File: src/rtl/burst_addr_seq.sv
module burst_addr_seq #(
  parameter int ADDR_W = 20
) (
  input  logic              clk,
  input  logic              rst_n,
  input  logic              chip_en,
  input  logic              strobe_a,
  input  logic              strobe_b,
  input  logic              advance,
  input  logic              order_sel,
  input  logic [ADDR_W-1:0] addr_in,
  output logic [ADDR_W-1:0] addr_out,
  output logic [1:0]        burst_idx
);

  localparam int CNT_W = 2;

  logic [ADDR_W-1:0] base_q;
  logic [CNT_W-1:0]  cnt_q;
  logic [CNT_W-1:0]  low_bits;
  logic              load;

  assign load = chip_en & (strobe_a | strobe_b);

  always_ff @(posedge clk or negedge rst_n) begin
    if (!rst_n) begin
      base_q <= '0;
      cnt_q  <= '0;
    end else if (load) begin
      base_q <= addr_in;
      cnt_q  <= '0;
    end else if (advance) begin
      cnt_q  <= cnt_q + 1'b1;
    end
  end

  assign low_bits  = order_sel ? (base_q[CNT_W-1:0] + cnt_q)
                               : (base_q[CNT_W-1:0] ^ cnt_q);
  assign addr_out  = {base_q[ADDR_W-1:CNT_W], low_bits};
  assign burst_idx = cnt_q;

  assert_load_R1: assert property (@(posedge clk) disable iff (!rst_n)
    load |=> (addr_out == $past(addr_in)) && (burst_idx == 2'd0));

  assert_ignore_R2: assert property (@(posedge clk) disable iff (!rst_n)
    (!chip_en && !advance) |=> $stable(burst_idx) &&
      ((order_sel != $past(order_sel)) || $stable(addr_out)));

  assert_step_R3: assert property (@(posedge clk) disable iff (!rst_n)
    (!load && advance) |=> burst_idx == 2'($past(burst_idx) + 2'd1));

  assert_hold_R4: assert property (@(posedge clk) disable iff (!rst_n)
    (!load && !advance) |=> $stable(burst_idx));

  assert_load_wins_R5: assert property (@(posedge clk) disable iff (!rst_n)
    (load && advance) |=> burst_idx == 2'd0);

  assert_upper_R8: assert property (@(posedge clk) disable iff (!rst_n)
    !load |=> $stable(addr_out[ADDR_W-1:CNT_W]));

endmodule

File: config.mk
export PLATFORM = sky130hd
export DESIGN_NAME = burst_addr_seq
export DESIGN_NICKNAME = d
export VERILOG_FILES = /design/src/rtl/burst_addr_seq.sv
export SDC_FILE = /design/constraint.sdc
export NUM_CORES = 1
export LEC_CHECK = 0
export BUFFER_PORTS_ARGS = -buffer_cell sky130_fd_sc_hd__buf_4
export CAP_MARGIN = 20
export CORE_AREA = 8 8 46 76
export DETAILED_ROUTE_END_ITERATION = 10
export DIE_AREA = 0 0 54 84
export PLACE_DENSITY = 0.87
export REMOVE_ABC_BUFFERS = 1
export SYNTH_ARGS = -nofsm -noshare
export SYNTH_HDL_FRONTEND = slang
export SYNTH_SLANG_ARGS = --single-unit
File: constraint.sdc
create_clock -name clk -period 1.23 [get_ports clk]
set_clock_uncertainty 0.05 [all_clocks]
set_input_delay 0.246 -clock clk [delete_from_list [all_inputs] [get_ports clk]]
set_output_delay 0.246 -clock clk [all_outputs]
set_load 0.01 [all_outputs]
==> summary.md, run 1 <==
| Metric | Value |
|---|---|
| Total core area | `0.002462 mm2` |
| Layout area overhead | `28.84%` |
| Layout fillers | `204` |
| GR Util All Layers | `10.93%` |
| Gate Count Post-Synth | `72` |
| Antenna violations before repair | `0` |
| Buffers on Ports | `48` |
| Number of detailed-route iterations in the first pass | `3` |
| Largest net degree at the start of global routing | `23` |
| Top cells by area, synth | `dfrtp_1 (51%), mux2_4 (25%), buf_4 (12%)` |
| P_int | `0.001454 W` |
| TritonCTS clock tree | `built` |
| Vias | `610` |
| DRT iter0 DRCs | `2` |
| Post-route ant nets | `0` |
| Post-Syn Area | `0.001085 mm2` |
| Global-route wire length before repair | `3719 um` |
| Worst Setup End Kind | `output pin` |
| Cell accounting for the most synthesized area | `dfrtp_1` |
| Max-cap violations | `0` |
| Nets | `135` |
| Non-Filler Instances | `132` |
| Post-synth top area share | `50.75%` |
| FFs w/ async S/R, synth | `100.0%` |
| Worst Tran Pin Value | `408.0 ps` |
| Final-report hold violation count | `0` |
| Net Sw Power | `0.0004833 W` |
| Gpl congestion | `0.7211` |
| Die area | `0.004536 mm2` |
| Outcome | `finished, violations left` |
| Clk pwr share | `25.5%` |
| Switching Fraction | `24.94%` |
| Failing checks | `negative setup slack` |
| I/O pins | `49` |
| Design Area, Final | `0.001398 mm2` |
| Slew headroom | `72.80%` |
| Sequential share of power | `45.7%` |
| Worst setup path class | `reg2out` |
| Post-synth EDFFs | `0` |
| Ant. Diodes | `0` |
| Post-synth top flop | `dfrtp_1` |
| H-tree depth | `1` |
| Worst path top cell family by delay | `flip-flops` |
| Setup WS pre-CTS | `-61.55 ps` |
| Root buf cell | `clkbuf_8` |
| Critical path arrival | `1140 ps` |
| Drt wl/cell | `18.12 um` |
| VDD IR max | `0.0008155 V` |
| Die Wd | `54 um` |
| Total CTS buffers | `3` |
| CP cell instances | `ha_2, nand2_2, xnor2_1, buf_4` |
| Clock-pin slew on the worst setup and hold paths | `80 ps` |
| Top post-synthesis cells by count | `dfrtp_1 (22), buf_4 (18), mux2_4 (18)` |
| Pwr Density | `1386 mW/mm2` |
| Proportion of layout cells with a drive suffix above 1 | `72.64%` |
| CP max FO | `2` |
| Vias per inst | `4.621` |
| Slew Limit Fails | `0` |
| Most frequent cell after synthesis | `dfrtp_1` |
| Worst Path Required | `930 ps` |
| Crit-path max cell delay | `390 ps` |
| Worst-case clock buffer depth | `2` |
| Sequential share of the synthesized area | `50.75%` |
| Std-Cell Rows | `24` |
| GRT overflow | `0` |
| TritonCTS Sinks | `22` |
| Avg Synthesized Cell Area | `15.07 um2` |
| Highest Clock Rate | `695.9 MHz` |
| Fin util | `56.76%` |
| WL final | `2392 um` |
| Yosys cell types | `14` |
| Fin crit share | `116.8%` |
| Total leakage power | `0.7096 nW` |
| Minimum clock period after layout | `1437 ps` |
| Worst-Skew Late Latency | `250 ps` |
| Cell area after placement | `0.001328 mm2` |
| RSZ-0062 raised after global routing | `true` |
| Die Ht | `84 um` |
| Final Setup Violations | `3` |
| Logic pwr share | `28.8%` |
| Synth Warn # | `0` |
| CP Buf/Inv Count | `1` |
| Setup ws final | `-207.1 ps` |
| Initial Util | `44.05%` |
| Number of global-route vias before repair | `751` |
| #FFs+latches synth | `22` |
| Setup crit start kind | `flip-flop` |
| Drt drc | `0` |
| Placed Cells incl. Taps | `127` |
| Worst hold path type | `in2reg` |
| Worst path slowest cell | `dfrtp_1` |
==> sequential cells by signal, indices dropped and copies added, names as in the netlist <==
register   flops
base_q        20
burst_idx      2
==> cell type report <==
| cell class | count | area (um2) | area share [%] |
|---|---|---|---|
| well taps | 26 | 32.53 | 2.328 |
| repair buffers | 50 | 377.9 | 27.04 |
| flip-flops and latches | 22 | 550.5 | 39.39 |
| clock buffers | 4 | 55.05 | 3.939 |
| multi-input cells | 30 | 381.6 | 27.31 |
==> cells in the final DEF (no fill, tap or decap), types with 2 or more instances in the layout <==
cell type   n
clkbuf_8    4
mux2_2      2
dfrtp_1    22
xnor2_1     2
buf_4      49
mux2_4     18
==> per-stage QoR <==
step                      hold slack, ps  setup TNS, ps  total power (W)
after CTS                          164.2         -354.4         0.001962
after global routing               157.3         -499.3         0.002033
final                              166.8         -347.4         0.001938
after global placement             88.20         -45.99         0.001434
after detailed placement           94.94         -147.5         0.001460
after floorplan                   -99.59              0         0.001148
==> worst paths after layout <==
kind	startpoint	endpoint	slack (ps)	cells after the start
max	burst_idx[0]$_DFFE_PN0P_	addr_out[1]	-210	4
min	addr_in[16]	base_q[16]$_DFFE_PN0P_	170	2
max reg2reg	burst_idx[0]$_DFFE_PN0P_	burst_idx[1]$_DFFE_PN0P_	240	3
min reg2reg	base_q[19]$_DFFE_PN0P_	base_q[19]$_DFFE_PN0P_	460	1
max in group asynchronous	rst_n	base_q[6]$_DFFE_PN0P_	550	2
min in group asynchronous	rst_n	base_q[0]$_DFFE_PN0P_	360	2
==> routing by layer <==
layer	wire length (um)	global-route usage [%]	share of wire, %
met5	0	0	0
met1	866	11.75	36
met3	142	1.607	5.9
met2	1317	18.45	55
met4	65	6.757	2.7
==> worst reg2reg max path, cell delays in order (launching register included) <==
cell and delay [ps]:
dfrtp_1 390, buf_4 160, a21bo_2 180, a21oi_1 140
==> power by group through the flow <==
stage | sequential [W] | clock [W] | combinational [W]
after detailed placement | 0.000899 | 0 | 0.000561
after global routing | 0.000899 | 0.000540 | 0.000594
after floorplan | 0.000933 | 0 | 0.000215
after CTS | 0.000885 | 0.000506 | 0.000570
final | 0.000885 | 0.000494 | 0.000559
after global placement | 0.000891 | 0 | 0.000543
==> timing repair <==
item                       in CTS  in global routing
pin swaps                       1                  0
hold endpoints to repair       22                  0
setup buffers                   1                  1
setup endpoints to repair       3                  3
resized for setup               2                  0
hold buffers                    1                  0
==> cells by family after synthesis <==
| kind of cell | after synthesis | share of synthesized area [%] |
|---|---|---|
| and+or+nand+nor | 3 | 1.384 |
| muxes | 20 | 26.99 |
| xor gates and xnor gates | 3 | 2.423 |
| buffers and inverters | 20 | 14.53 |
| AOI/OAI and AO/OA | 3 | 2.767 |
| adders and majority gates | 1 | 1.153 |
| DFF | 22 | 50.75 |
(Power assumes the default switching activity.)
==> run 2: changes to the inputs <==
- CTS_BUF_LIST: unset -> sky130_fd_sc_hd__clkbuf_4 sky130_fd_sc_hd__clkbuf_8 sky130_fd_sc_hd__clkbuf_16
- clock period: 1.23 -> 1.6 ns (I/O delays scaled with it)
==> summary.md, run 2 (same netlist as run 1, synthesis figures left out) <==
| Metric | Value |
|---|---|
| Outcome | `complete, no violations` |
| Worst setup path class | `reg2out` |
| Die Wd | `54 um (unchanged)` |
| Root buf cell | `clkbuf_8` |
| Worst Setup End Kind | `output pin` |
| CP Buf/Inv Count | `1 (unchanged)` |
| Worst path top cell family by delay | `flip-flops` |
| Total CTS buffers | `3 (unchanged)` |
| Nets | `135 (unchanged)` |
| Worst Path Required | `1230 ps (+300 ps)` |
| Reg with most FFs | `base_q` |
| Worst Tran Pin Value | `404.7 ps (-3.304 ps)` |
| Worst-Skew Late Latency | `250 ps (about the same)` |
| Design Area, Final | `0.001395 mm2 (-0.18%)` |
| Crit-path max cell delay | `400 ps (about the same)` |
| VDD IR max | `0.0004773 V (-41%)` |
| WL final | `2308 um (-3.5%)` |
| Slew Limit Fails | `0 (unchanged)` |
| Post-route ant nets | `0 (unchanged)` |
| GRT overflow | `0 (unchanged)` |
| Ant. Diodes | `0 (unchanged)` |
| Final Setup Violations | `0 (-3)` |
| Std-Cell Rows | `24 (unchanged)` |
| I/O pins | `49 (unchanged)` |
| Max-cap violations | `0 (unchanged)` |
| Gpl congestion | `0.7106 (-1.5%)` |
| Total core area | `0.002462 mm2 (unchanged)` |
| Proportion of layout cells with a drive suffix above 1 | `71.70% (-0.94 points)` |
| Fin crit share | `96.70%` |
| Slew headroom | `73.02% (+0.22 points)` |
| Global-route wire length before repair | `3712 um (-0.19%)` |
| Multi-input gate area | `379.1 um2 (-0.66%)` |
| Buffers on Ports | `48 (unchanged)` |
| Number of detailed-route iterations in the first pass | `2 (-1)` |
| CP cell instances | `ha_2, nand2_1, xnor2_1, buf_4` |
| Die Ht | `84 um (unchanged)` |
| Drt drc | `0 (unchanged)` |
| Final-report hold violation count | `0 (unchanged)` |
| TritonCTS clock tree | `built` |
| Worst-case clock buffer depth | `2 (unchanged)` |
| H-tree depth | `1 (unchanged)` |
| Antenna violations before repair | `0 (unchanged)` |
| CP max FO | `2 (unchanged)` |
| Worst path slowest cell | `dfrtp_1` |
| Vias per inst | `4.583 (-0.82%)` |
| Die area | `0.004536 mm2 (unchanged)` |
| TritonCTS Sinks | `22 (unchanged)` |
| Most frequent cells in the layout | `buf_4 (49), dfrtp_1 (22), mux2_4 (18)` |
| Max FFs per register | `20 (unchanged)` |
| Largest net degree at the start of global routing | `23 (unchanged)` |
| Minimum clock period after layout | `1547 ps` |
| Number of global-route vias before repair | `718 (-4.4%)` |
| Setup crit start kind | `flip-flop` |
| Vias | `605 (-0.82%)` |
| Critical path arrival | `1180 ps (+40 ps)` |
| Initial Util | `44.05% (unchanged)` |
| Clock-pin slew on the worst setup and hold paths | `70 ps (about the same)` |
| Fin util | `56.66% (-0.10 points)` |
| FF+latch area | `550.5 um2 (unchanged)` |
| GR Util All Layers | `10.86% (-0.075 points)` |
| Drt wl/cell | `17.48 um (-3.5%)` |
| Worst hold path type | `in2reg` |
| Layout area overhead | `28.60%` |
| Cell area after placement | `0.001320 mm2 (-0.56%)` |
| DRT iter0 DRCs | `6 (+4)` |
| Pwr Density | `1064 mW/mm2 (-23%)` |
| Pwr Total | `0.001484 W (-23%)` |
| Total leakage power | `0.7090 nW (about the same)` |
| Layout fillers | `199 (-2.5%)` |
| Highest Clock Rate | `646.3 MHz` |
| Commonest non-fill, non-tap cell in the layout | `buf_4` |
## run 2: timing repair
action                                 CTS  global route
hold buffers                             1             0
gates cloned                             0             0
setup buffers                            1             0
resized for setup                        0             1
pin swaps                                0             1
setup endpoints to repair                1             1
endpoints found under the hold margin   22             0
## run 2: per-layer routing
| layer | track usage (%) | vias to the layer above | part of all wire (%) |
|---|---|---|---|
| met5 | 0 | - | 0 |
| met2 | 16.97 | 20 | 55 |
| met3 | 2.143 | 2 | 6.1 |
| met1 | 12.67 | 293 | 37 |
| li1 | - | 290 | - |
| met4 | 6.757 | 0 | 1.7 |
## run 2: area by class of cell
| class | count | share of cell area (%) |
|---|---|---|
| flip-flops and latches | 22 | 39.46 |
| clock buffers | 4 | 3.946 |
| multi-input cells | 30 | 27.17 |
| well taps | 26 | 2.332 |
| repair buffers | 50 | 27.09 |
## run 2: worst paths after layout
path                                           from                  endpoint  slack [ps]  cells after the start
max                        burst_idx[0]$_DFFE_PN0P_               addr_out[1]          50                      4
max in group asynchronous                     rst_n    base_q[19]$_DFFE_PN0P_         840                      2
min                                      addr_in[2]     base_q[2]$_DFFE_PN0P_         240                      2
min reg2reg                  base_q[17]$_DFFE_PN0P_    base_q[17]$_DFFE_PN0P_         470                      1
min in group asynchronous                     rst_n    base_q[17]$_DFFE_PN0P_         440                      2
max reg2reg                burst_idx[0]$_DFFE_PN0P_  burst_idx[1]$_DFFE_PN0P_         640                      3
## run 2: through the flow
stage / TNS, ps / worst slack (ps) / std cells / hold slack, ps
CTS: 0 / 38.59 / 132 / 232.1
global route: -8.345 / -8.345 / 132 / 224.5
floorplan: 0 / 345.1 / 52 / -25.59
global placement: 0 / 266.8 / 126 / 163.6
detailed placement: 0 / 235.2 / 126 / 173.9
finish: 0 / 52.74 / 132 / 238.5
## run 2: worst register-to-register path: cells and delay by family, from the launching register on
family | cells | cell delay, ps
flops | 1 | 400
buf+inv | 1 | 160
compound gates | 2 | 280
## run 2: report_power, final
part	switching [W]	internal [W]	leakage, nW
sequential	0.0000487	0.000631	0.260
clock	0.000162	0.000219	0.0288
combinational	0.000156	0.000267	0.420
